<file path="config.mk">
export PLATFORM = sky130hd
export DESIGN_NAME = kwdt_top
export DESIGN_NICKNAME = d
export VERILOG_FILES = /design/src/rtl/kwdt_pkg.sv /design/src/rtl/kwdt_shadow.sv /design/src/rtl/kwdt_gate.sv /design/src/rtl/kwdt_core.sv /design/src/rtl/kwdt_top.sv
export SDC_FILE = /design/constraint.sdc
export NUM_CORES = 1
export LEC_CHECK = 0
export CORE_MARGIN = 10
export CORE_UTILIZATION = 52
export DETAILED_ROUTE_END_ITERATION = 10
export HOLD_SLACK_MARGIN = 0.05
export PLACE_DENSITY = 0.75
export SYNTH_ARGS = -nofsm -noshare
export SYNTH_HDL_FRONTEND = slang
export SYNTH_SLANG_ARGS = --single-unit
</file>
<file path="constraint.sdc">
create_clock -name clk -period 2.24 [get_ports clk]
set_clock_uncertainty 0.2 [all_clocks]
set_input_delay 0.336 -clock clk [delete_from_list [all_inputs] [get_ports clk]]
set_output_delay 0.336 -clock clk [all_outputs]
set_load 0.05 [all_outputs]
</file>
<file path="src/rtl/kwdt_pkg.sv">
package kwdt_pkg;
    localparam int BUS_AW = 5;
    localparam int BUS_DW = 16;

    localparam logic [BUS_AW-1:0] OFF_KEY = 5'h00;
    localparam logic [BUS_AW-1:0] OFF_DIV = 5'h04;
    localparam logic [BUS_AW-1:0] OFF_RLD = 5'h08;
    localparam logic [BUS_AW-1:0] OFF_STS = 5'h0C;
    localparam logic [BUS_AW-1:0] OFF_WIN = 5'h10;

    localparam logic [BUS_DW-1:0] KEY_KICK = 16'hAAAA;
    localparam logic [BUS_DW-1:0] KEY_RUN  = 16'hCCCC;
    localparam logic [BUS_DW-1:0] KEY_OPEN = 16'h5555;
    localparam logic [BUS_DW-1:0] KEY_SHUT = 16'h0000;
endpackage

</file>
<file path="src/rtl/kwdt_shadow.sv">
// One configuration register with a delayed apply and a busy flag.
module kwdt_shadow #(
    parameter int          W          = 12,
    parameter logic [W-1:0] RST_VAL   = '0,
    parameter int          BUSY_TICKS = 3
) (
    input  logic         clk,
    input  logic         rst_n,
    input  logic         tick,
    input  logic         wr,
    input  logic [W-1:0] wval,
    output logic [W-1:0] shadow,
    output logic [W-1:0] active,
    output logic         busy
);
    localparam int BW = $clog2(BUSY_TICKS + 1);

    typedef struct packed {
        logic [W-1:0]  shadow;
        logic [W-1:0]  active;
        logic [BW-1:0] busy_cnt;
    } shd_t;

    shd_t sh_d, sh_q;

    always_comb begin
        sh_d = sh_q;
        if (wr) begin
            sh_d.shadow   = wval;
            sh_d.busy_cnt = BW'(BUSY_TICKS);
        end else if (tick && sh_q.busy_cnt != '0) begin
            sh_d.busy_cnt = sh_q.busy_cnt - 1'b1;
            if (sh_q.busy_cnt == BW'(1)) begin
                sh_d.active = sh_q.shadow;
            end
        end
    end

    always_ff @(posedge clk or negedge rst_n) begin
        if (!rst_n) begin
            sh_q.shadow   <= RST_VAL;
            sh_q.active   <= RST_VAL;
            sh_q.busy_cnt <= '0;
        end else begin
            sh_q <= sh_d;
        end
    end

    assign shadow = sh_q.shadow;
    assign active = sh_q.active;
    assign busy   = (sh_q.busy_cnt != '0);
endmodule

</file>
<file path="src/rtl/kwdt_gate.sv">
// Key decoding, run and lock state, window register.
module kwdt_gate import kwdt_pkg::*; #(
    parameter int CNT_W = 12
) (
    input  logic              clk,
    input  logic              rst_n,
    input  logic              bus_we,
    input  logic [BUS_AW-1:0] bus_addr,
    input  logic [BUS_DW-1:0] bus_wdata,
    output logic              running,
    output logic              unlocked,
    output logic              load,
    output logic              wr_div,
    output logic              wr_rld,
    output logic [CNT_W-1:0]  win_val
);
    typedef struct packed {
        logic             run;
        logic             open;
        logic [CNT_W-1:0] win;
    } gate_t;

    gate_t g_d, g_q;
    logic  key_wr;

    always_comb begin
        key_wr = bus_we && (bus_addr == OFF_KEY);
        load   = key_wr && (bus_wdata == KEY_KICK || bus_wdata == KEY_RUN);
        wr_div = bus_we && g_q.open && (bus_addr == OFF_DIV);
        wr_rld = bus_we && g_q.open && (bus_addr == OFF_RLD);

        g_d = g_q;
        if (key_wr) begin
            case (bus_wdata)
                KEY_RUN:  g_d.run  = 1'b1;
                KEY_OPEN: g_d.open = 1'b1;
                KEY_SHUT: g_d.open = 1'b0;
                default:  g_d = g_q;
            endcase
        end
        if (bus_we && g_q.open && bus_addr == OFF_WIN) begin
            g_d.win = bus_wdata[CNT_W-1:0];
        end
    end

    always_ff @(posedge clk or negedge rst_n) begin
        if (!rst_n) begin
            g_q.run  <= 1'b0;
            g_q.open <= 1'b0;
            g_q.win  <= '1;
        end else begin
            g_q <= g_d;
        end
    end

    assign running  = g_q.run;
    assign unlocked = g_q.open;
    assign win_val  = g_q.win;
endmodule

</file>
<file path="src/rtl/kwdt_core.sv">
// Prescaler, down-counter, window check and reset request.
module kwdt_core #(
    parameter int MAX_DIV = 256,
    parameter int CNT_W   = 12,
    parameter int PCW     = 3
) (
    input  logic             clk,
    input  logic             rst_n,
    input  logic             tick,
    input  logic             running,
    input  logic             load,
    input  logic [PCW-1:0]   div_code,
    input  logic [CNT_W-1:0] rld_val,
    input  logic [CNT_W-1:0] win_val,
    output logic             rst_req
);
    localparam int PRE_W = $clog2(MAX_DIV);

    typedef struct packed {
        logic [PRE_W-1:0] pre;
        logic [CNT_W-1:0] cnt;
        logic             req;
    } core_t;

    core_t c_d, c_q;
    logic [PRE_W:0]   div_full;
    logic [PRE_W-1:0] div_m1;

    always_comb begin
        div_full = (PRE_W + 1)'(4) << div_code;
        div_m1   = PRE_W'(div_full - 1'b1);

        c_d     = c_q;
        c_d.req = 1'b0;
        if (load) begin
            c_d.pre = '0;
            c_d.cnt = rld_val;
            if (running && c_q.cnt > win_val) begin
                c_d.req = 1'b1;
            end
        end else if (running && tick) begin
            if (c_q.pre >= div_m1) begin
                c_d.pre = '0;
                if (c_q.cnt == '0) begin
                    c_d.cnt = rld_val;
                    c_d.req = 1'b1;
                end else begin
                    c_d.cnt = c_q.cnt - 1'b1;
                end
            end else begin
                c_d.pre = c_q.pre + 1'b1;
            end
        end
    end

    always_ff @(posedge clk or negedge rst_n) begin
        if (!rst_n) begin
            c_q.pre <= '0;
            c_q.cnt <= '1;
            c_q.req <= 1'b0;
        end else begin
            c_q <= c_d;
        end
    end

    assign rst_req = c_q.req;
endmodule

</file>
<file path="src/rtl/kwdt_top.sv">
module kwdt_top import kwdt_pkg::*; #(
    parameter int MAX_DIV    = 256,
    parameter int CNT_W      = 12,
    parameter int BUSY_TICKS = 3
) (
    input  logic              clk,
    input  logic              rst_n,
    input  logic              tick_en,
    input  logic [BUS_AW-1:0] bus_addr,
    input  logic              bus_we,
    input  logic [BUS_DW-1:0] bus_wdata,
    output logic [BUS_DW-1:0] bus_rdata,
    output logic              rst_req
);
    localparam int MAXCODE = $clog2(MAX_DIV) - 2;
    localparam int PCW     = (MAXCODE < 1) ? 1 : $clog2(MAXCODE + 1);

    logic             running, unlocked, load, wr_div, wr_rld;
    logic [CNT_W-1:0] win_val, rld_shadow, rld_active;
    logic [PCW-1:0]   div_wcode, div_shadow, div_active;
    logic             div_busy, rld_busy;
    logic [1:0]       status_bits;

    kwdt_gate #(.CNT_W(CNT_W)) u_gate (
        .clk(clk), .rst_n(rst_n), .bus_we(bus_we), .bus_addr(bus_addr),
        .bus_wdata(bus_wdata), .running(running), .unlocked(unlocked),
        .load(load), .wr_div(wr_div), .wr_rld(wr_rld), .win_val(win_val)
    );

    // Saturate an out-of-range divide code to the largest legal one.
    always_comb begin
        if (bus_wdata[3:0] > 4'(MAXCODE)) div_wcode = PCW'(MAXCODE);
        else                              div_wcode = PCW'(bus_wdata[3:0]);
    end

    kwdt_shadow #(.W(PCW), .RST_VAL('0), .BUSY_TICKS(BUSY_TICKS)) u_div (
        .clk(clk), .rst_n(rst_n), .tick(tick_en), .wr(wr_div),
        .wval(div_wcode), .shadow(div_shadow), .active(div_active),
        .busy(div_busy)
    );

    kwdt_shadow #(.W(CNT_W), .RST_VAL('1), .BUSY_TICKS(BUSY_TICKS)) u_rld (
        .clk(clk), .rst_n(rst_n), .tick(tick_en), .wr(wr_rld),
        .wval(bus_wdata[CNT_W-1:0]), .shadow(rld_shadow),
        .active(rld_active), .busy(rld_busy)
    );

    kwdt_core #(.MAX_DIV(MAX_DIV), .CNT_W(CNT_W), .PCW(PCW)) u_core (
        .clk(clk), .rst_n(rst_n), .tick(tick_en), .running(running),
        .load(load), .div_code(div_active), .rld_val(rld_active),
        .win_val(win_val), .rst_req(rst_req)
    );

    assign status_bits = {rld_busy, div_busy};

    always_comb begin
        case (bus_addr)
            OFF_DIV: bus_rdata = BUS_DW'(div_shadow);
            OFF_RLD: bus_rdata = BUS_DW'(rld_shadow);
            OFF_STS: bus_rdata = BUS_DW'(status_bits);
            OFF_WIN: bus_rdata = BUS_DW'(win_val);
            default: bus_rdata = '0;
        endcase
    end
endmodule

</file>
### Yosys cells after proc, flatten, opt, wreduce, memory -nomap -nowiden

Cells that the tools add are included.

* word-level logic and storage cells: 73
* output and inout port bits: 17
* input bits: 25
* flip-flop bits (word level): 69

* reductions and logical operators: 26
* $add $sub $neg: 5
* shifts and indexed selects: 1
* eq/ne operators: 9
* magnitude comparators: 3
* bitwise gates (word level): 2
* multiplexer cells: 15

Operators by type and width (number)
* one-hot mux 12 bit (4 select lines): 1
* two-way mux 21 bit: 2
* == test 16 bit, second input constant: 2
* two-way mux 12 bit: 2
* == test 16 x 15 -> 1 bit, second input constant: 1
* logical NOT 16 bit: 1
* nonzero test 2 bit: 7
* two-way mux 13 bit: 1
* > comparator 12 bit: 1
* logical NOT 12 bit: 1
* subtractor 12 x 1 -> 12 bit, second input constant: 1
* == test 5 x 4 -> 1 bit, second input constant: 2
* logical AND 1 bit: 10
* adder 8 x 1 -> 8 bit, second input constant: 1
* >= comparator 8 bit: 1
* two-way mux 2 bit: 4
* two-way mux 8 bit: 1
* << shifter 3 x 3 -> 8 bit, first input constant: 1
* subtractor 8 x 1 -> 8 bit, second input constant: 1
* AND reduction 2 bit: 3
* AND reduction 3 bit: 2
* == test 5 x 3 -> 1 bit, second input constant: 1
* == test 5 bit, second input constant: 1
* logical NOT 5 bit: 1
* 8 further kinds: 12

### Depth between registers and ports, before layout

Gate-level depths: netlist of the first run.

* depth after elaboration: 6
* depth in mapped cells: 8
* depth with buffers taken out: 7

### Hierarchy

A second synthesis of the first run with hierarchy kept.

* cells, all modules: 405
* area, all modules: 4429.2 um^2

By module, submodules not included
* kwdt_core: instances 1, cells each 197, area an instance 1765.4 um^2
* kwdt_shadow (u_rld): instances 1, cells each 88, area an instance 1252.5 um^2
* kwdt_gate: instances 1, cells each 52, area an instance 703.2 um^2
* kwdt_shadow (u_div): instances 1, cells each 31, area an instance 410.4 um^2
* kwdt_top: instances 1, cells each 37, area an instance 297.8 um^2

### Worst setup path before layout of the first run

OpenSTA, ideal clock, no wires.

* path kind: reg2reg
* start: register u_core.c_q[1] (netlist bit)
* end: register u_core.c_q[4] (netlist bit)
* arrival time: 2058 ps
* stages on the path, launching flop included: 9
* path buffers: 1
* required time: 1955 ps
* setup time: 85 ps
* setup slack: -104 ps
* cells stage by stage: dfstp_2 > inv_1 > ha_1 > or4b_4 > or4_1 > buf_2 > a2111oi_4 > a311o_1 > a31oi_1

* longest elaborated chain between the ends: 5
* elaborated cells between the ends (all ways): 6
* those cells by class: add/sub: 1; mux: 4; reduce/logical: 1

RTL lines
* start: declaration: line kwdt_core.sv:25 `core_t c_d, c_q;`
* subtractor 12 x 1 -> 12 bit / logical NOT 12 bit (equally long branches): line kwdt_core.sv:48, kwdt_core.sv:44
* two-way mux 12 bit (*): line kwdt_core.sv:44 `if (c_q.cnt == '0) begin`
* two-way mux 13 bit (*): line kwdt_core.sv:42 `if (c_q.pre >= div_m1) begin`
* two-way mux 21 bit (*): line kwdt_core.sv:41 `end else if (running && tick) begin`
* two-way mux 21 bit (*): line kwdt_core.sv:35 `if (load) begin`

Every way passes the cells marked *; elsewhere a longest branch is shown, timed or not. The select of a mux whose other input is x is not followed.
A chain may end at the register's enable or synchronous reset.

==> results by group, run 1 <==
Synth
  – Mapped cell area: 0.00407 sq mm
  – Synth Warn #: 0
  – Number of synthesized flops with an enable pin: 0
  – Main synth FF type: dfstp_2
  – Synth async-reset ratio: 100%
  – Syn avg cell area: 10.6 sq um
  – Post-synth cell types: 62
  – Register bit total from synthesis: 69
  – Sequential area share after synthesis: 43.9%
  – Gate Count Post-Synth: 385

Placement
  – Gpl congestion: 0.844
  – HPWL Detailed: 8180 um
  – Cells after DPL: 574
  – DP Worst Slack: -0.391 ns
  – # port buffers: 37

Die
  – Die Ht: 108 um
  – Die width: 108 um
  – Die area: 0.0118 sq mm
  – Initial cell density of the core: 53.0%
  – Core area: 0.00769 sq mm
  – IO Count: 42
  – Row Count: 32

Timing
  – Final Hold Vio Count: 0
  – Worst-Margin Slew: 0.505 ns
  – Max Slew Vio Count: 0
  – Setup WS post-layout: -0.143 ns
  – Fmax: 420 MHz
  – Setup-failing EPs final: 20
  – Crit share post-route: 106%
  – Worst hold slack: 0.311 ns
  – RSZ-0062 raised after global routing: yes
  – Rel. slew slack: 66.2%
  – Final Critical Period: 2.38 ns

Pwr
  – Peak VDD IR: 0.000611 V
  – Power Dens Cells: 862 mW/mm^2
  – Leakage: 2.45 nW
  – Power, Total: 0.00495 W

Drt
  – Total Wirelength: 12200 um
  – Vias post-DR: 3608
  – Drt via density: 6.03
  – Avg WL per Cell: 20.4 um
  – Initial DRT Pass Iterations: 4
  – Drt initial violations: 179
  – Antenna viol nets, final: 0
  – DRC viols: 0

Flow run
  – Max Cap Viol: 0

Worst setup path
  – Kind of critical path: flop to flop
  – Flop-to-flop setup slack: -0.14 ns
  – R2r endpoint: u_core.rst_req
  – CP Capture Type: flop
  – Max FO, Critical Path: 7
  – CP startpoint kind: flop
  – Worst r2r path cells: 9
  – Worst Path Arrival: 2.43 ns
  – R2R Path Start: u_div.active[1]
  – WP data required: 2.29 ns

Global route
  – GRT Overall Usage: 20.5%
  – GRT Residual Overflow: 0
  – Initial antenna violation count: 0
  – Largest net degree at the start of global routing: 70
  – First-pass GRT wire length: 19300 um
  – Number of global-route vias before repair: 3826

Worst hold path
  – Hold path depth: 1
  – Worst hold path type: flop to flop
  – Hold Startpoint: u_rld.sh_q[1]
  – Hold endpoint: u_rld.sh_q[1]

Clock tree
  – CTS tree: built
  – Clock Sink Count: 69
  – Deepest clock path buffer count: 2
  – Clock Latency Late Sink: 0.35 ns
  – H-Tree Depth: 3
  – Root buffer cell: clkbuf_8
  – Num CTS Buffers: 9
  – Worst-path clk slew: 0.08 ns

Finish
  – Share of layout cells above drive strength 1: 49.4%
  – Fillers: 481
  – Nets: 540
  – Syn-to-layout area delta: 41.1%
  – Fin util: 74.7%
  – N_diodes: 0
  – Multi-input gate area in the final layout: 0.00245 sq mm
  – Sequential Area: 0.00179 sq mm
  – Post-layout instance count excluding filler cells: 598

Run status
  – Violations in the final reports: negative setup slack
  – Status: finished with violations
[registers in the layout, summed over array words and instances, names as in the netlist]
name             cells
u_rld.shadow        12
u_div.sh_q           2
u_rld.active        12
u_core.rst_req       1
u_div.shadow         3
u_rld.sh_q           2
u_gate.running       1
u_gate.unlocked      1
u_gate.win_val      12
u_core.c_q          20
u_div.active         3
[worst max path at each step]
stage / start / endpoint / cells after the start
floorplan: u_core.c_q[1] / u_core.c_q[4] / 8
global placement: bus_wdata[1] / u_core.c_q[4] / 6
detailed placement: bus_wdata[9] / u_core.c_q[1] / 7
CTS: u_core.c_q[2] / u_core.c_q[6] / 9
global route: u_div.active[1] / u_core.c_q[20] / 10
finish: u_div.active[1] / u_core.rst_req / 9
[cell families (layout without fill, tap and decap cells)]
| group | Yosys count | in the layout | synth area share [%] |
|---|---|---|---|
| xor gates and xnor gates | 5 | 5 | 1.08 |
| DFF | 69 | 69 | 43.9 |
| muxes | 41 | 41 | 11.2 |
| other | 1 | 4 | 0.0921 |
| and+or+nand+nor | 111 | 111 | 15.4 |
| buffers and inverters | 45 | 152 | 4.89 |
| adders and majority gates | 24 | 24 | 7.38 |
| AOI/OAI and AO/OA | 89 | 90 | 16.1 |
[metrics by stage]
step,instance area [sq um],TNS (ns)
detailed placement,5110,-12.29
global route,5740,-2.95
floorplan,4100,-0.0983
finish,5740,-1.79
global placement,5110,-9.25
CTS,5520,-0.400
[cell usage after synthesis, drive strengths merged, types with 3 or more instances]
library cell | n | share of area, %
o21ai | 16 | 2.0
buf | 12 | 1.8
o211ai | 5 | 0.92
or3 | 3 | 0.46
nor4 | 5 | 0.92
o31ai | 3 | 0.55
nand3b | 7 | 1.3
nand2 | 23 | 2.1
a21oi | 17 | 2.2
and4 | 3 | 0.65
o211a | 3 | 0.74
nor2 | 14 | 1.3
o2111ai | 3 | 0.65
a211o | 4 | 0.86
or4 | 4 | 0.83
or2 | 3 | 0.46
dfstp | 48 | 31
ha | 24 | 7.4
mux2i | 4 | 0.98
nand3 | 4 | 0.49
inv | 27 | 2.5
a32oi | 3 | 0.65
mux2 | 37 | 10
dfrtp | 21 | 13
a22o | 9 | 1.9
nor3 | 16 | 2.0
nand4 | 11 | 1.7
a2bb2oi | 3 | 0.65
xnor2 | 4 | 0.86
clkbuf | 6 | 0.55
a31oi | 3 | 0.46
a21o | 6 | 1.1
and3 | 7 | 1.1
[worst max-delay path, stage by stage, from the launching register on]
cell and delay, ns:
dfrtp_2 0.44, buf_6 0.13, nor2_1 0.10, ha_1 0.29, a21oi_2 0.24, a21o_1 0.23
a21oi_4 0.11, buf_6 0.16, and3_1 0.17, a31o_2 0.21
[metal layers]
metal | up-vias | global-route usage (%) | wire [um]
met3 | 30 | 3.93 | 711
met4 | 0 | 7.06 | 306
met2 | 159 | 35.0 | 6130
li1 | 1645 | - | -
met5 | - | 0 | 0
met1 | 1774 | 25.4 | 5040
[where the power goes]
group | internal [W] | total (W) | switching [W]
logic | 0.00110 | 0.00228 | 0.00118
registers | 0.00149 | 0.00165 | 0.000163
clock network | 0.000512 | 0.00102 | 0.000505
[placed cells by master (no fill, tap or decap), drive strengths merged, types with 14 or more instances in the layout]
cell           instances
nor2                  14
clkdlybuf4s50         19
o21ai                 16
buf                   84
nor3                  16
mux2                  37
a21oi                 18
ha                    24
nand2                 23
dfstp                 48
dfrtp                 21
inv                   27
[area by class of cell]
type,count,area share [%]
multi-input cells,275,42.6
flip-flops and latches,69,31.2
repair buffers,109,18.9
clock buffers,10,2.22
well taps,102,2.22
inverters,27,1.76
clock inverters,6,1.11
[what timing repair did]
action | CTS | global route
pin swaps | 23 | 23
hold endpoints to repair | 21 | 0
cloned | 3 | 0
gates resized for setup | 45 | 41
endpoints found under the setup margin | 32 | 29
hold buffers | 1 | 0
buffers inserted | 3 | 1
Note: power is estimated with default switching activity, not from simulation.
==> run 2, diff against run 1 <==
Settings changed: PLACE_DENSITY 0.75 to unset, PLACE_DENSITY_LB_ADDON set to 0.3.
==> run 2 against run 1 <==
- via count rose by 0.39%
- cell count rose by 1.0%
- global-route usage fell by 1.0 points
- wire length fell by 1.6%
- highest routed layer unchanged
- critical path depth fell by 1
- clock power fell by 5%
- the run still ends with negative setup slack left
- non-clock buffer count rose by 7
- largest power group unchanged
- hold slack got worse by 0.0073 ns
==> results by group, run 2 (synthesized netlist as in run 1, its figures left out) <==
Worst setup path
  – R2R Path Start: u_div.active[1]
  – Worst Path Arrival: 2.50 ns
  – Flop-to-flop setup slack: -0.22 ns
  – CP startpoint kind: flop
  – CP Capture Type: flop
  – R2r endpoint: u_core.c_q[4]
  – Max FO, Critical Path: 6
  – Kind of critical path: flop to flop
  – Setup crit end: u_core.c_q[4]
  – WP data required: 2.28 ns
  – Critical path origin: u_div.active[1]
  – Worst r2r path cells: 8

Clock tree
  – Worst-path clk slew: 0.08 ns
  – Deepest clock path buffer count: 2
  – H-Tree Depth: 3
  – Clock Latency Late Sink: 0.35 ns
  – Root buffer cell: clkbuf_8
  – Num CTS Buffers: 9
  – Clock Sink Count: 69
  – CTS tree: built

Die
  – Die Ht: 108 um
  – Die area: 0.0118 sq mm
  – IO Count: 42
  – Row Count: 32
  – Core area: 0.00769 sq mm
  – Die width: 108 um
  – Initial cell density of the core: 53.0%

Drt
  – Avg WL per Cell: 19.9 um
  – Vias post-DR: 3622
  – Drt initial violations: 154
  – Drt via density: 6.00
  – DRC viols: 0
  – Total Wirelength: 12000 um
  – Initial DRT Pass Iterations: 5
  – Antenna viol nets, final: 0

Pwr
  – Psw: 0.00187 W
  – Power Dens Cells: 870 mW/mm^2
  – Clk network pwr share: 19.3%
  – Internal: 0.00312 W
  – Peak VDD IR: 0.000558 V
  – Flop pwr share: 33.1%
  – Leakage: 2.49 nW
  – Net switching share of the total power: 37.4%
  – Logic pwr share: 47.6%

Finish
  – Syn-to-layout area delta: 40.7%
  – Nets: 546
  – Max reg flops: 20
  – Most frequent cells in the layout: 65 x buf_4, 48 x dfstp_2, 37 x mux2_2, 25 x inv_1, 22 x nand2_1
  – Fin util: 74.5%
  – Share of layout cells above drive strength 1: 47.4%
  – Fillers: 485
  – Commonest non-fill, non-tap cell in the layout: buf_4
  – N_diodes: 0
  – Reg with most FFs: u_core.c_q

Placement
  – Gpl congestion: 0.875
  – # port buffers: 37
  – HPWL Detailed: 7980 um

Global route
  – Initial antenna violation count: 0
  – GRT Overall Usage: 19.5%
  – First-pass GRT wire length: 18300 um
  – Number of global-route vias before repair: 3692
  – GRT Residual Overflow: 0
  – Largest net degree at the start of global routing: 70

Timing
  – Max Slew Vio Count: 0
  – Setup-failing EPs final: 18
  – Post-route setup TNS: -1.40 ns
  – Final Hold Vio Count: 0
  – Final Critical Period: 2.46 ns
  – Worst-Margin Slew: 0.502 ns
  – Setup WS post-layout: -0.219 ns
  – Rel. slew slack: 66.4%
  – RSZ-0062 raised after global routing: yes
  – Crit share post-route: 110%
  – Fmax: 407 MHz

Run status
  – Violations in the final reports: negative setup slack
  – Status: finished with violations

Flow run
  – Max Cap Viol: 0

Worst hold path
  – Worst hold path type: flop to flop
[run 2: how the worst min path moves through the flow]
stage	startpoint	end	slack (ns)	cells after the start
finish	u_rld.sh_q[1]	u_rld.sh_q[1]	0.30	1
global route	u_rld.active[1]	u_core.c_q[2]	0.33	1
CTS	u_rld.sh_q[1]	u_rld.sh_q[1]	0.31	1
detailed placement	rst_n	u_core.c_q[16]	0.18	2
global placement	rst_n	u_core.c_q[18]	0.18	2
floorplan	rst_n	u_core.c_q[13]	-0.16	0
[run 2: area by class of cell]
cell class	instances	area [sq um]	area share (%)
clock buffer	11	153	2.67
sequential	69	1790	31.2
clock inverter	5	33.8	0.590
timing repair buffer	116	1140	19.9
tap	102	128	2.23
multi-input combinational	274	2380	41.6
inverter	27	101	1.77
[run 2: critical path: stages (launching register included)]
cell and delay [ns]:
dfrtp_2 0.47, o21ai_1 0.20, ha_1 0.29, o21ai_2 0.22
o21ba_4 0.21, buf_4 0.14, a2111oi_4 0.07, a311o_1 0.33
a31oi_1 0.22
[run 2: timing repair]
item | 4_1_cts | 5_1_grt
hold buffers | 1 | 0
endpoints found under the hold margin | 21 | 0
pin swaps | 14 | 17
setup endpoints to repair | 31 | 26
gates resized for setup | 39 | 34
buffers inserted | 10 | 4
cloned | 2 | 0
[run 2: routing by layer]
metal	up-vias	GRT usage (%)	share of wire (%)	routed length, um
met5	-	0	0	0
met4	0	9.13	3.4	412
met3	33	3.63	5.8	697
met2	139	32.5	49	5860
met1	1789	23.9	42	5030
li1	1661	-	-	-
[run 2: power groups by stage]
stage | registers, W | clock network [W] | logic [W]
final | 0.00165 | 0.000964 | 0.00237
after global routing | 0.00167 | 0.00102 | 0.00257
after CTS | 0.00163 | 0.000969 | 0.00205
after detailed placement | 0.00165 | 0 | 0.00187
after global placement | 0.00164 | 0 | 0.00179
after floorplan | 0.00165 | 0 | 0.00113
[run 2: through the flow]
stage | cells | power [W] | worst slack, ns | hold slack, ns | cell area [sq um]
finish | 604 | 0.00499 | -0.219 | 0.304 | 5730
global placement | 571 | 0.00343 | -0.281 | 0.178 | 5090
global route | 604 | 0.00525 | -0.244 | 0.327 | 5730
CTS | 600 | 0.00465 | -0.0750 | 0.312 | 5540
floorplan | 388 | 0.00278 | -0.0983 | -0.160 | 4100
detailed placement | 571 | 0.00352 | -0.318 | 0.181 | 5090
==> run 3, diff against run 2 <==
Settings changed: REMOVE_ABC_BUFFERS set to 1, SKIP_CTS_REPAIR_TIMING set to 1, SLEW_MARGIN set to 20.
==> run 3 against run 2 <==
- the flow still finishes with violations (negative setup slack)
- die area unchanged
- clock power increased by 6%
- hold slack got worse by 0.010 ns
- maximum frequency increased by 5.9%
- non-clock buffer count decreased by 1
- cell count unchanged
- first-iteration DRC count increased by 49%
- global-route usage decreased by 1.3 points
- count of clock-buffer cells in the layout decreased by 1
- final area increased by 0.26%
- setup slack improved by 0.14 ns
- critical path type unchanged
==> results by group, run 3 (synthesized netlist as in run 1, its figures left out) <==
Timing
  – Crit share post-route: 104%
  – Setup WS post-layout: -0.0824 ns
  – Max Slew Vio Count: 0
  – Post-route setup TNS: -0.557 ns
  – Setup-failing EPs final: 13
  – Fmax: 431 MHz
  – Worst-Margin Slew: 0.496 ns
  – Rel. slew slack: 66.8%
  – RSZ-0062 raised after global routing: yes
  – Final Critical Period: 2.32 ns
  – Final Hold Vio Count: 0
  – Worst hold slack: 0.294 ns

Pwr
  – Flop pwr share: 33.1%
  – Power, Total: 0.00494 W
  – Clk network pwr share: 20.7%
  – Peak VDD IR: 0.000621 V
  – Psw: 0.00180 W
  – Net switching share of the total power: 36.5%
  – Logic pwr share: 46.2%
  – Power Dens Cells: 861 mW/mm^2
  – Leakage: 2.54 nW
  – Internal: 0.00314 W

Global route
  – Largest net degree at the start of global routing: 70
  – GRT Residual Overflow: 0
  – Initial antenna violation count: 0
  – First-pass GRT wire length: 16900 um
  – GRT Overall Usage: 18.2%
  – Number of global-route vias before repair: 3487

Worst setup path
  – Worst Path Arrival: 2.41 ns
  – Max incr delay on CP: 0.52 ns
  – Kind of critical path: flop to flop
  – R2R Path Start: u_div.active[2]
  – Worst r2r path cells: 8
  – Slowest-stage cell, CP: or4_4
  – Most used cell, CP: a21oi_2
  – Critical path origin: u_div.active[2]
  – Critical-path cell list: buf_6, a21oi_2, ha_1, nand4_1, a21oi_2, o21ai_4, or4_4, o211a_1
  – CP Capture Type: flop
  – Max FO, Critical Path: 6
  – CP startpoint kind: flop
  – WP data required: 2.33 ns

Run status
  – Status: finished with violations
  – Violations in the final reports: negative setup slack

Drt
  – DRC viols: 0
  – Drt initial violations: 230
  – Avg WL per Cell: 19.7 um
  – Drt via density: 5.99
  – Vias post-DR: 3617
  – Total Wirelength: 11900 um
  – Initial DRT Pass Iterations: 5
  – Antenna viol nets, final: 0

Finish
  – Syn-to-layout area delta: 41.0%
  – Design Area, Final: 0.00574 sq mm
  – N_diodes: 0
  – Commonest non-fill, non-tap cell in the layout: buf_4
  – Max reg flops: 20
  – Reg with most FFs: u_core.c_q
  – Fillers: 495
  – Most frequent cells in the layout: 63 x buf_4, 48 x dfstp_2, 37 x mux2_2, 25 x inv_1, 22 x nand2_1
  – Fin util: 74.7%
  – Share of layout cells above drive strength 1: 47.8%
  – Nets: 546

Die
  – Row Count: 32
  – Die Ht: 108 um
  – Die width: 108 um
  – Die area: 0.0118 sq mm
  – Initial cell density of the core: 53.0%
  – IO Count: 42
  – Core area: 0.00769 sq mm

Flow run
  – Max Cap Viol: 0

Clock tree
  – Clock Latency Late Sink: 0.36 ns
  – Deepest clock path buffer count: 2
  – Root buffer cell: clkbuf_8
  – CTS tree: built
  – Num CTS Buffers: 9
  – Worst-path clk slew: 0.08 ns
  – Clock Sink Count: 69
  – H-Tree Depth: 3

Placement
  – HPWL Detailed: 7890 um
  – DP Area: 0.00509 sq mm
  – # port buffers: 37
  – Gpl congestion: 0.846

Worst hold path
  – Hold path depth: 5
  – Hold Startpoint: bus_addr[3]
  – Worst hold path type: input port to flop
==> run 3: area by class of cell <==
type | instances | area [sq um] | area share (%)
clock buffer | 10 | 128 | 2.22
clock inverter | 6 | 65.1 | 1.13
inverter | 27 | 101 | 1.77
multi-input combinational | 275 | 2370 | 41.3
sequential | 69 | 1790 | 31.2
tap | 102 | 128 | 2.22
timing repair buffer | 115 | 1160 | 20.2
==> run 3: critical path: cells and delay by family (launching register included) <==
| family | cells | cell delay [ns] |
|---|---|---|
| AOI/OAI and AO/OA | 4 | 0.55 |
| adders and majority gates | 1 | 0.27 |
| buffers and inverters | 1 | 0.12 |
| DFF | 1 | 0.44 |
| and+or+nand+nor | 2 | 0.68 |
==> run 3: worst paths after layout <==
path | slack (ns) | to
worst max-delay path | -0.08 | u_core.c_q[8]
worst min-delay path | 0.29 | u_gate.unlocked
worst max register to register | -0.08 | u_core.c_q[8]
worst min register to register | 0.31 | u_rld.sh_q[1]
max in group asynchronous | 1.17 | u_gate.win_val[4]
min in group asynchronous | 0.32 | u_core.c_q[17]
==> run 3: power by group through the flow <==
stage                     logic, W  registers [W]  clock network, W
after global placement     0.00179        0.00162                 0
final                      0.00228        0.00164           0.00102
after floorplan            0.00109        0.00165                 0
after detailed placement   0.00189        0.00163                 0
after CTS                  0.00191        0.00162           0.00102
after global routing       0.00248        0.00165           0.00109
==> run 3: through the flow <==
step	instances	setup slack, ns
2_1_floorplan	370	-0.516
3_3_place_gp	573	-0.265
3_5_place_dp	573	-0.294
4_1_cts	589	-0.293
5_1_grt	604	-0.218
6_report	604	-0.0824
==> run 3: per-layer routing <==
metal	global-route usage, %	wire (um)
met2	30.2	5930
met5	0	0
met4	7.72	268
met1	22.1	4930
met3	4.40	755
